`config.mk`:
```
export PLATFORM = sky130hd
export DESIGN_NAME = xlat_front
export DESIGN_NICKNAME = d
export VERILOG_FILES = /design/src/rtl/xlat_pkg.sv /design/src/rtl/xlat_tlb_array.sv /design/src/rtl/xlat_ctrl.sv /design/src/rtl/xlat_front.sv
export SDC_FILE = /design/constraint.sdc
export NUM_CORES = 1
export LEC_CHECK = 0
export ABC_AREA = 0
export BUFFER_PORTS_ARGS = -buffer_cell sky130_fd_sc_hd__buf_2
export CAP_MARGIN = 20
export CORE_MARGIN = 5
export CORE_UTILIZATION = 50
export CTS_BUF_LIST = sky130_fd_sc_hd__clkbuf_4
export CTS_CLUSTER_DIAMETER = 80
export CTS_CLUSTER_SIZE = 14
export DETAILED_ROUTE_END_ITERATION = 10
export PLACE_DENSITY = 0.71
export SYNTH_ARGS = -nofsm -noshare
export SYNTH_HDL_FRONTEND = slang
export SYNTH_SLANG_ARGS = --single-unit
```
`constraint.sdc`:
```
create_clock -name clk_i -period 7.1 [get_ports clk_i]
set_clock_uncertainty 0.1 [all_clocks]
set_input_delay 1.42 -clock clk_i [delete_from_list [all_inputs] [get_ports clk_i]]
set_output_delay 1.42 -clock clk_i [all_outputs]
set_load 0.005 [all_outputs]
```
`src/rtl/xlat_pkg.sv`:
```
package xlat_pkg;
  localparam int VA_W  = 32;
  localparam int OFF_W = 12;
  localparam int VPN_W = VA_W - OFF_W;

  typedef enum logic [1:0] {
    SZ_4K  = 2'b00,
    SZ_16K = 2'b01,
    SZ_1M  = 2'b10,
    SZ_16M = 2'b11
  } pg_size_e;

  typedef enum logic [1:0] {
    SRC_MAIN  = 2'b00,
    SRC_MICRO = 2'b01,
    SRC_WALK  = 2'b10
  } xlat_src_e;

  typedef struct packed {
    logic             valid;
    logic [VPN_W-1:0] vtag;
    logic [VPN_W-1:0] pbase;
    pg_size_e         size;
  } xlat_entry_t;

  // page-number bits that lie inside the offset for a given size
  function automatic logic [VPN_W-1:0] size_mask(pg_size_e s);
    case (s)
      SZ_4K:   return VPN_W'(0);
      SZ_16K:  return VPN_W'(20'h00003);
      SZ_1M:   return VPN_W'(20'h000FF);
      default: return VPN_W'(20'h00FFF);
    endcase
  endfunction

  function automatic logic [VA_W-1:0] compose(logic [VPN_W-1:0] pbase, pg_size_e s,
                                              logic [VA_W-1:0] va);
    logic [VPN_W-1:0] m;
    m = size_mask(s);
    return {(pbase & ~m) | (va[VA_W-1:OFF_W] & m), va[OFF_W-1:0]};
  endfunction
endpackage

```
`src/rtl/xlat_tlb_array.sv`:
```
module xlat_tlb_array
  import xlat_pkg::*;
#(
  parameter int ENTRIES = 4
) (
  input  logic             clk_i,
  input  logic             rst_ni,
  input  logic [VPN_W-1:0] lk_vpn_i,
  output logic             hit_o,
  output logic [VPN_W-1:0] hit_pbase_o,
  output pg_size_e         hit_size_o,
  input  logic             wr_en_i,
  input  xlat_entry_t      wr_entry_i
);
  localparam int IDX_W = (ENTRIES > 1) ? $clog2(ENTRIES) : 1;
  localparam logic [IDX_W-1:0] LAST = IDX_W'(ENTRIES - 1);

  xlat_entry_t         ent_q[ENTRIES];
  logic [IDX_W-1:0]    rr_q;
  logic [ENTRIES-1:0]  match;

  for (genvar g = 0; g < ENTRIES; g++) begin : g_cmp
    assign match[g] = ent_q[g].valid &&
                      (((ent_q[g].vtag ^ lk_vpn_i) & ~size_mask(ent_q[g].size)) == '0);
  end

  // lowest slot wins: scan downward, last assignment sticks
  always_comb begin
    hit_o       = 1'b0;
    hit_pbase_o = '0;
    hit_size_o  = SZ_4K;
    for (int i = ENTRIES - 1; i >= 0; i--) begin
      if (match[i]) begin
        hit_o       = 1'b1;
        hit_pbase_o = ent_q[i].pbase;
        hit_size_o  = ent_q[i].size;
      end
    end
  end

  always_ff @(posedge clk_i or negedge rst_ni) begin
    if (!rst_ni) begin
      for (int i = 0; i < ENTRIES; i++) ent_q[i] <= '0;
      rr_q <= '0;
    end else if (wr_en_i) begin
      ent_q[rr_q] <= wr_entry_i;
      rr_q        <= (rr_q == LAST) ? '0 : rr_q + 1'b1;
    end
  end
endmodule

```
`src/rtl/xlat_ctrl.sv`:
```
module xlat_ctrl
  import xlat_pkg::*;
(
  input  logic             clk_i,
  input  logic             rst_ni,
  input  logic             req_valid_i,
  input  logic             req_fetch_i,
  input  logic [VA_W-1:0]  req_vaddr_i,
  input  logic             main_hit_i,
  input  logic [VPN_W-1:0] main_pbase_i,
  input  pg_size_e         main_size_i,
  input  logic             micro_hit_i,
  input  logic [VPN_W-1:0] micro_pbase_i,
  input  pg_size_e         micro_size_i,
  input  logic             fill_valid_i,
  input  logic [VPN_W-1:0] fill_pbase_i,
  input  logic [1:0]       fill_size_i,
  output logic             resp_valid_o,
  output logic [1:0]       resp_src_o,
  output logic [VA_W-1:0]  resp_paddr_o,
  output logic             walk_req_o,
  output logic             walk_fetch_o,
  output logic [VA_W-1:0]  walk_vaddr_o,
  output logic             wr_main_o,
  output logic [1:0]       wr_micro_o,
  output xlat_entry_t      wr_entry_o
);
  logic            resp_valid_q, walk_q, walk_fetch_q;
  xlat_src_e       resp_src_q;
  logic [VA_W-1:0] resp_paddr_q, walk_va_q;
  logic            fill_take;
  pg_size_e        fill_size;

  assign fill_size = pg_size_e'(fill_size_i);
  assign fill_take = walk_q && fill_valid_i;

  always_ff @(posedge clk_i or negedge rst_ni) begin
    if (!rst_ni) begin
      resp_valid_q <= 1'b0;
      resp_src_q   <= SRC_MAIN;
      resp_paddr_q <= '0;
      walk_q       <= 1'b0;
      walk_fetch_q <= 1'b0;
      walk_va_q    <= '0;
    end else begin
      resp_valid_q <= 1'b0;
      if (walk_q) begin
        if (fill_valid_i) begin
          walk_q       <= 1'b0;
          resp_valid_q <= 1'b1;
          resp_src_q   <= SRC_WALK;
          resp_paddr_q <= compose(fill_pbase_i, fill_size, walk_va_q);
        end
      end else if (req_valid_i) begin
        if (main_hit_i) begin
          resp_valid_q <= 1'b1;
          resp_src_q   <= SRC_MAIN;
          resp_paddr_q <= compose(main_pbase_i, main_size_i, req_vaddr_i);
        end else if (micro_hit_i) begin
          resp_valid_q <= 1'b1;
          resp_src_q   <= SRC_MICRO;
          resp_paddr_q <= compose(micro_pbase_i, micro_size_i, req_vaddr_i);
        end else begin
          walk_q       <= 1'b1;
          walk_va_q    <= req_vaddr_i;
          walk_fetch_q <= req_fetch_i;
        end
      end
    end
  end

  always_comb begin
    wr_entry_o.valid = 1'b1;
    wr_entry_o.vtag  = walk_va_q[VA_W-1:OFF_W];
    wr_entry_o.pbase = fill_pbase_i;
    wr_entry_o.size  = fill_size;
  end

  assign wr_main_o     = fill_take;
  assign wr_micro_o[1] = fill_take && walk_fetch_q;
  assign wr_micro_o[0] = fill_take && !walk_fetch_q;

  assign resp_valid_o = resp_valid_q;
  assign resp_src_o   = resp_src_q;
  assign resp_paddr_o = resp_paddr_q;
  assign walk_req_o   = walk_q;
  assign walk_fetch_o = walk_fetch_q;
  assign walk_vaddr_o = walk_va_q;
endmodule

```
`src/rtl/xlat_front.sv`:
```
module xlat_front
  import xlat_pkg::*;
#(
  parameter int MAIN_ENTRIES  = 8,
  parameter int MICRO_ENTRIES = 4
) (
  input  logic        clk_i,
  input  logic        rst_ni,
  input  logic        req_valid_i,
  input  logic        req_fetch_i,
  input  logic [31:0] req_vaddr_i,
  output logic        resp_valid_o,
  output logic [1:0]  resp_src_o,
  output logic [31:0] resp_paddr_o,
  output logic        walk_req_o,
  output logic        walk_fetch_o,
  output logic [31:0] walk_vaddr_o,
  input  logic        fill_valid_i,
  input  logic [19:0] fill_pbase_i,
  input  logic [1:0]  fill_size_i
);
  localparam int N_MICRO = 2;  // index 0 data, 1 fetch

  logic             main_hit;
  logic [VPN_W-1:0] main_pbase;
  pg_size_e         main_size;
  logic             micro_hit[N_MICRO];
  logic [VPN_W-1:0] micro_pbase[N_MICRO];
  pg_size_e         micro_size[N_MICRO];
  logic             wr_main;
  logic [1:0]       wr_micro;
  xlat_entry_t      wr_entry;

  xlat_tlb_array #(.ENTRIES(MAIN_ENTRIES)) u_main (
    .clk_i       (clk_i),
    .rst_ni      (rst_ni),
    .lk_vpn_i    (req_vaddr_i[VA_W-1:OFF_W]),
    .hit_o       (main_hit),
    .hit_pbase_o (main_pbase),
    .hit_size_o  (main_size),
    .wr_en_i     (wr_main),
    .wr_entry_i  (wr_entry)
  );

  for (genvar g = 0; g < N_MICRO; g++) begin : g_micro
    xlat_tlb_array #(.ENTRIES(MICRO_ENTRIES)) u_arr (
      .clk_i       (clk_i),
      .rst_ni      (rst_ni),
      .lk_vpn_i    (req_vaddr_i[VA_W-1:OFF_W]),
      .hit_o       (micro_hit[g]),
      .hit_pbase_o (micro_pbase[g]),
      .hit_size_o  (micro_size[g]),
      .wr_en_i     (wr_micro[g]),
      .wr_entry_i  (wr_entry)
    );
  end

  xlat_ctrl u_ctrl (
    .clk_i         (clk_i),
    .rst_ni        (rst_ni),
    .req_valid_i   (req_valid_i),
    .req_fetch_i   (req_fetch_i),
    .req_vaddr_i   (req_vaddr_i),
    .main_hit_i    (main_hit),
    .main_pbase_i  (main_pbase),
    .main_size_i   (main_size),
    .micro_hit_i   (micro_hit[req_fetch_i]),
    .micro_pbase_i (micro_pbase[req_fetch_i]),
    .micro_size_i  (micro_size[req_fetch_i]),
    .fill_valid_i  (fill_valid_i),
    .fill_pbase_i  (fill_pbase_i),
    .fill_size_i   (fill_size_i),
    .resp_valid_o  (resp_valid_o),
    .resp_src_o    (resp_src_o),
    .resp_paddr_o  (resp_paddr_o),
    .walk_req_o    (walk_req_o),
    .walk_fetch_o  (walk_fetch_o),
    .walk_vaddr_o  (walk_vaddr_o),
    .wr_main_o     (wr_main),
    .wr_micro_o    (wr_micro),
    .wr_entry_o    (wr_entry)
  );
endmodule

```
==> impl_metrics.csv, run 1 <==
group,metric,value,unit
outcome,status,"finished, final reports clean",
synth,synth_top_cells_by_area,"dfrtp_1 52%, mux2_2 22%, xnor2_1 4.3%",
clock_network,ctsResizeCount,0,
synth,synth.ff_latch_count,764,
finish,syn_to_final_growth,5.99,%
sta,rsz0062_at_grt,"no",
synth,syn_area_per_cell,12.4,sq um
drt,wl_per_cell,27.2,microns
sta,fmax,196,MHz
synth,synth_top_area_share,52.0,%
synth,synth_area,0.0368,sq mm
global_route,antenna_found_initial,4,
drt,drt_first_pass_iters,5,
clock_network,cts-root-buf,"clkbuf_4",
synth,yosysMostFrequentCell,"dfrtp_1",
sta,slew_violations,0,
synth,ys_types,82,
finish,utilization,53.4,%
floorplan,die_h,281,microns
sta,finalSetupViolations,0,
synth,synth_edf_count,0,
clock_network,cts_tree,"built",
floorplan,core,0.0730,sq mm
sta,hold-worst-slack,0.376,ns
synth,async_reset_ff_share,100,%
finish,layout.cells.non_filler,4004,
clock_network,cts_buffers,60,
clock_network,clockBufferDepth,3,
placed_design,placed_area,0.0385,sq mm
critical_path,crit_type,"in -> reg",
placed_design,dp_cells,3938,
finish,final_nets,3111,
global_route,grt_util_all_layers,27.3,%
clock_network,ctsHoldBuffers,0,
critical_path,crit_required,7.81,ns
drt,vias_per_cell,6.34,
clock_network,cts_setup_buffers,0,
synth,synth_warnings,0,
hold_path,hold_class,"reg -> reg",
finish,final_area,0.0390,sq mm
drt,postRouteAntennaNets,0,
global_route,grt_pass1_vias,26500,
drt,drtIter0Drc,2259,
power_and_ir_drop,peakVddDrop,217,uV
critical_path,end_kind,"flop",
floorplan,initial_utilization,50.4,%
global_route,grt_max_degree,168,
floorplan,io_pins,128,
critical_path,reg2reg_slack,2.79,ns
placed_design,hpwl,72.6,mm
drt,drc,0,
sta,worst_pin_slew,1.23,ns
sta,fin_ws,2.01,ns
power_and_ir_drop,power_density,353,mW/mm^2
global_route,grt_pass1_wl,166,mm
clock_network,h-tree-depth,2,
power_and_ir_drop,p_leak,16.9,nW
floorplan,dieArea,0.0791,sq mm
sta,max-slew-margin-rel,18.0,%
drt,routed_wl,109,mm
sta,tns,0,ns
floorplan,fp.dieW,281,microns
run,maxCapViolCount,0,
synth,synthCells,2975,
sta,min_period,5.09,ns
placed_design,globalplace.congestion,0.944,
critical_path,cp_data_arrival_time,5.80,ns
critical_path,cp-start-kind,"input port",
critical_path,crit_fanout,20,
sta,finalHoldViolations,0,
power_and_ir_drop,p_total,13.8,mW
synth,synth_area_leader_cell,"dfrtp_1",
placed_design,pre_cts_ws,1.21,ns
global_route,overflow,0,
clock_network,cts.reportedPaths.clkPinSlew,0.14,ns
finish,drive_gt1_share,34.0,%
clock_network,clk_latency,0.93,ns
sta,fin_crit_sh,71.7,%
synth,ys_seq_area_share,52.0,%
floorplan,rows,99,
synth,synth_top_flop_cell,"dfrtp_1",
synth,synth_nets,3044,
placed_design,portBuffers,127,
drt,vias,25400,
synth,synth_commonest_cells,"764 x dfrtp_1, 703 x mux2_2, 180 x xnor2_1",
clock_network,cts_sinks,764,
[path summary, 6_finish.rpt]
kind                                                              start                                 endpoint  cells after the start
worst max-delay path                                    req_vaddr_i[14]      u_ctrl.walk_vaddr_o[29]$_DFFE_PN0P_                     11
worst min-delay path                       u_main.ent_q[42]$_DFFE_PN0P_             u_main.ent_q[42]$_DFFE_PN0P_                      1
worst max register to register  g_micro[1].u_arr.ent_q[119]$_DFFE_PN0P_      u_ctrl.walk_vaddr_o[29]$_DFFE_PN0P_                      9
worst min register to register             u_main.ent_q[42]$_DFFE_PN0P_             u_main.ent_q[42]$_DFFE_PN0P_                      1
max in group asynchronous                                        rst_ni            u_main.ent_q[105]$_DFFE_PN0P_                      2
min in group asynchronous                                        rst_ni  g_micro[1].u_arr.ent_q[164]$_DFFE_PN0P_                      1
[power breakdown]
part | leakage (nW) | internal, mW | total (mW) | switching [mW]
registers | 9.48 | 6.28 | 7.63 | 1.35
logic | 7.12 | 2.38 | 4.39 | 2.01
clock network | 0.285 | 0.401 | 1.75 | 1.35
total | 16.9 | 9.06 | 13.8 | 4.71
[state kept, by name, summed over array words and instances, names as in the netlist]
register             count
u_ctrl.walk_req_o        1
u_ctrl.resp_paddr_o     32
u_ctrl.walk_vaddr_o     32
u_main.rr_q              3
g_micro.u_arr.rr_q       4
u_main.ent_q           344
u_ctrl.resp_valid_o      1
u_ctrl.walk_fetch_o      1
u_ctrl.resp_src_o        2
g_micro.u_arr.ent_q    344
[routing by layer]
metal / track usage [%] / up-vias / routed length, microns
met5: 0 / - / 0
met4: 11.0 / 0 / 4750
met3: 5.27 / 259 / 8190
met2: 43.5 / 1029 / 51100
met1: 37.2 / 13300 / 44800
li1: - / 10800 / -
[cell type report]
| cell class | instances | area [sq um] |
|---|---|---|
| fill | 6150 | 34000 |
| sequential | 764 | 19100 |
| multi-input combinational | 1959 | 16600 |
| timing repair buffer | 222 | 1410 |
| tap | 959 | 1200 |
| clock buffer | 62 | 465 |
| inverter | 35 | 131 |
| clock inverter | 1 | 7.51 |
| antenna | 2 | 5.00 |
[placed cells by master, fill, tap and decap left out, drive strengths merged, types with 34 or more instances in the layout]
cell type and instances:
nand4 39, a21oi 96, a221oi 53, clkbuf 62, nor2 71, xor2 140
dfrtp 764, xnor2 180, nand3 60, nand2 147, inv 34, nor3 41
buf 222, o21ai 91, mux2 703
[cells by family (layout without fill, tap and decap cells)]
| group | count (synthesis) | count (layout) | share of synthesized area, % |
|---|---|---|---|
| xor gates and xnor gates | 320 | 320 | 7.62 |
| buffers and inverters | 252 | 320 | 2.96 |
| adders and majority gates | 10 | 10 | 0.340 |
| DFF | 764 | 764 | 52.0 |
| AOI/OAI and AO/OA | 428 | 428 | 8.33 |
| muxes | 730 | 730 | 22.3 |
| and+or+nand+nor | 471 | 471 | 6.48 |
| other | 0 | 2 | 0 |
[critical path: stages]
cell,delay [ns]
buf_2,0.47
buf_4,0.33
xor2_1,0.17
nor2_1,0.08
a31oi_1,0.43
o2bb2ai_1,0.28
a2111oi_0,0.92
and2_1,0.46
nand3_2,0.44
buf_4,0.44
mux2_2,0.32
Power figures use the tool's default switching activity.
==> run 2: changes to the inputs <==
--- a/config.mk
+++ b/config.mk
@@ -5,7 +5,7 @@
 export SDC_FILE = /design/constraint.sdc
 export NUM_CORES = 1
 export LEC_CHECK = 0
-export ABC_AREA = 0
+export ABC_AREA = 1
 export BUFFER_PORTS_ARGS = -buffer_cell sky130_fd_sc_hd__buf_2
 export CAP_MARGIN = 20
 export CORE_MARGIN = 5
==> constraint.sdc (replaced) <==
create_clock -name clk_i -period 4.95 [get_ports clk_i]
set_clock_uncertainty 0.1 [all_clocks]
set_input_delay 0.99 -clock clk_i [delete_from_list [all_inputs] [get_ports clk_i]]
set_output_delay 0.99 -clock clk_i [all_outputs]
set_load 0.005 [all_outputs]
==> run 2 against run 1 <==
Net effect: critical path depth grew 4; largest cell class unchanged; utilization shrank 0.38 points; first-iteration DRC count grew 73%; critical path type is now reg -> reg; total power grew 43%; die area grew 4.6%.
==> impl_metrics.csv, run 2 <==
group,metric,value,unit
floorplan,io_pins,128,
power_and_ir_drop,power_density,489,mW/mm^2
synth,yosysMostFrequentCell,"nand2_1",
run,maxCapViolCount,0,
synth,synth-adder-area-share,0.325,%
sta,finalSetupViolations,0,
clock_network,cts-root-buf,"clkbuf_4",
synth,synth_area,0.0385,sq mm
critical_path,reg2reg_slack,1.26,ns
sta,fin_ws,1.26,ns
floorplan,core,0.0762,sq mm
power_and_ir_drop,peakVddDrop,192,uV
synth,synth.area.mux_share,0.429,%
critical_path,crit_fanout,20,
drt,vias,33500,
synth,synth.ff_latch_count,764,
finish,layout.cells.non_filler,5889,
power_and_ir_drop,power.switching,7.77,mW
floorplan,dieArea,0.0827,sq mm
global_route,met2_usage,44.6,%
placed_design,pre_cts_ws,0.462,ns
placed_design,dp_cells,5821,
synth,synth_top_flop_cell,"dfrtp_1",
synth,synth_nets,4931,
synth,synth_top_family_by_area,"simple AND/OR/NAND/NOR gates",
outcome,status,"finished, final reports clean",
critical_path,timing.critical_path.slowest_cell_delay,0.63,ns
sta,fin_crit_sh,74.5,%
hold_path,min_to,"u_ctrl.walk_req_o$_DFF_PN0_",
critical_path,cp_top_family,"simple AND/OR/NAND/NOR gates",
floorplan,die_h,288,microns
placed_design,portBuffers,127,
finish,syn_to_final_growth,4.86,%
sta,fmax,271,MHz
synth,synth_top_area_share,49.6,%
global_route,grtUsageMet3,6.10,%
critical_path,rr_worst_depth,15,
critical_path,crit_top_cell,"a21oi_1",
hold_path,hold_class,"in -> reg",
critical_path,crit_type,"reg -> reg",
clock_network,cts_sinks,764,
drt,drc,0,
critical_path,cp_data_arrival_time,4.47,ns
global_route,grt_util_all_layers,29.2,%
synth,synth_edf_count,0,
power_and_ir_drop,p_int,12.0,mW
drt,wl_per_cell,20.7,microns
placed_design,hpwl,82.7,mm
sta,slew_violations,0,
critical_path,slowest_stage,"dfrtp_1",
finish,final_cell_mix,"1417 x nand2_1, 875 x o21ai_0, 764 x dfrtp_1",
sta,finalHoldViolations,0,
critical_path,cp-start-kind,"flop",
clock_network,clockBufferDepth,3,
clock_network,ctsResizeCount,0,
clock_network,h-tree-depth,2,
clock_network,clk_latency,0.97,ns
finish,final_common_cell,"nand2_1",
drt,drt_first_pass_iters,7,
critical_path,crit_chain,"inv_1 -> nand2_1 -> a21oi_1 -> nor2_1 -> nand3_1 -> nor2_4 -> inv_2 -> o21ai_0 -> a21oi_1 -> o21ai_0 -> a21oi_1 -> o21ai_1 -> nand2_1 -> nand2_1 -> a21oi_1",
sta,rsz0062_at_grt,"no",
critical_path,critPathBufInv,2,
power_and_ir_drop,p_total,19.7,mW
floorplan,fp.dieW,288,microns
synth,synth_warnings,0,
power_and_ir_drop,p_seq_share,55.0,%
critical_path,timing.rr.start,"u_main.ent_q[130]$_DFFE_PN0P_",
power_and_ir_drop,power.clock.fraction,13.1,%
synth,synth_top_cells_by_area,"dfrtp_1 50%, nand2_1 14%, o21ai_0 11%",
synth,ys_seq_area_share,49.6,%
power_and_ir_drop,switching_share,39.4,%
global_route,overflow,0,
hold_path,worstHoldStart,"fill_valid_i",
sta,worst_pin_slew,1.03,ns
synth,synth_commonest_cells,"1433 x nand2_1, 875 x o21ai_0, 764 x dfrtp_1",
clock_network,cts.reportedPaths.clkPinSlew,0.16,ns
floorplan,rows,101,
finish,final_nets,4923,
floorplan,initial_utilization,50.6,%
clock_network,cts_buffers,60,
synth,async_reset_ff_share,100,%
synth,synth_area_leader_cell,"dfrtp_1",
global_route,grt_pass1_vias,31400,
global_route,antenna_found_initial,3,
global_route,grt.busiest_layer,"met2",
synth,synth_xor_area_share,4.25,%
finish,top_regs,"g_micro.u_arr.ent_q: 344 flops, u_main.ent_q: 344 flops",
global_route,grt_util_met1,41.5,%
synth,synthSimpleGateAreaFrac,22.5,%
synth,synthCells,4862,
global_route,grt_max_degree,130,
sta,max-slew-margin-rel,30.9,%
critical_path,rr_endpoint,"u_ctrl.resp_paddr_o[14]$_DFFE_PN0P_",
drt,postRouteAntennaNets,0,
synth,ys_types,66,
finish,fillerInstances,7231,
drt,routed_wl,122,mm
finish,drive_gt1_share,8.92,%
global_route,grt_pass1_wl,188,mm
clock_network,cts_tree,"built",
power_and_ir_drop,comb_power_share,31.9,%
critical_path,end_kind,"flop",
drt,vias_per_cell,5.69,
hold_path,hold_depth,2,
finish,final_area,0.0404,sq mm
sta,min_period,3.69,ns
placed_design,globalplace.congestion,0.946,
synth,synth_compound_area_share,15.8,%
sta,tns,0,ns
critical_path,crit_required,5.73,ns
placed_design,placed_area,0.0399,sq mm
power_and_ir_drop,p_leak,19.4,nW
synth,syn_area_per_cell,7.93,sq um
drt,drtIter0Drc,3898,
critical_path,cp.depth,15,
[run 2: cell type report]
type	count	area (sq um)	share of cell area, %
inverters	310	1170	2.89
flip-flops and latches	764	19100	47.3
repair buffers	237	1620	4.01
multi-input cells	3481	16700	41.4
diodes	3	7.51	0.0186
clock buffers	61	458	1.13
clock inverters	3	17.5	0.0433
well taps	1030	1290	3.19
[run 2: cell families (layout without fill, tap and decap cells)]
| family | Yosys count | in the layout |
|---|---|---|
| other | 0 | 3 |
| buffers and inverters | 617 | 611 |
| and+or+nand+nor | 2104 | 2104 |
| DFF | 764 | 764 |
| xor gates and xnor gates | 187 | 187 |
| adders and majority gates | 10 | 10 |
| muxes | 12 | 12 |
| AOI/OAI and AO/OA | 1168 | 1168 |
[run 2: timing repair]
item,4_1_cts,5_1_grt
hold endpoints to repair,56,0
endpoints found under the setup margin,0,0
hold buffers,1,0
setup buffers,0,0
[run 2: power by group through the flow]
stage	sequential, mW	combinational, mW	clock [mW]
detailed placement	10.9	6.28	0
global placement	10.9	6.04	0
floorplan	10.4	4.57	0
CTS	10.8	6.29	2.62
finish	10.9	6.30	2.58
global route	11.2	7.25	2.85
[run 2: through the flow]
step | hold slack, ns | util, %
after detailed placement | 0.338 | 52.4
after floorplan | 0.322 | -
after CTS | 0.0550 | 53.0
after global routing | 0.0763 | 53.0
final | 0.107 | 53.0
after global placement | 0.333 | 52.4
[run 2: layer usage]
metal  wire (microns)  part of all wire [%]
met1            51300                    42
met2            53700                    44
met3            11800                   9.7
met4             5150                   4.2
met5               13                 0.011
[run 2: worst max-delay path by stage]
stage                                       start                                 endpoint
detailed placement                req_vaddr_i[20]      u_ctrl.resp_paddr_o[30]$_DFFE_PN0P_
global route         u_main.ent_q[87]$_DFFE_PN0P_      u_ctrl.resp_paddr_o[13]$_DFFE_PN0P_
global placement                  req_vaddr_i[16]      u_ctrl.resp_paddr_o[14]$_DFFE_PN0P_
finish              u_main.ent_q[130]$_DFFE_PN0P_      u_ctrl.resp_paddr_o[14]$_DFFE_PN0P_
floorplan                         req_vaddr_i[19]      u_ctrl.walk_vaddr_o[10]$_DFFE_PN0P_
CTS                   u_ctrl.walk_req_o$_DFF_PN0_  g_micro[1].u_arr.ent_q[115]$_DFFE_PN0P_
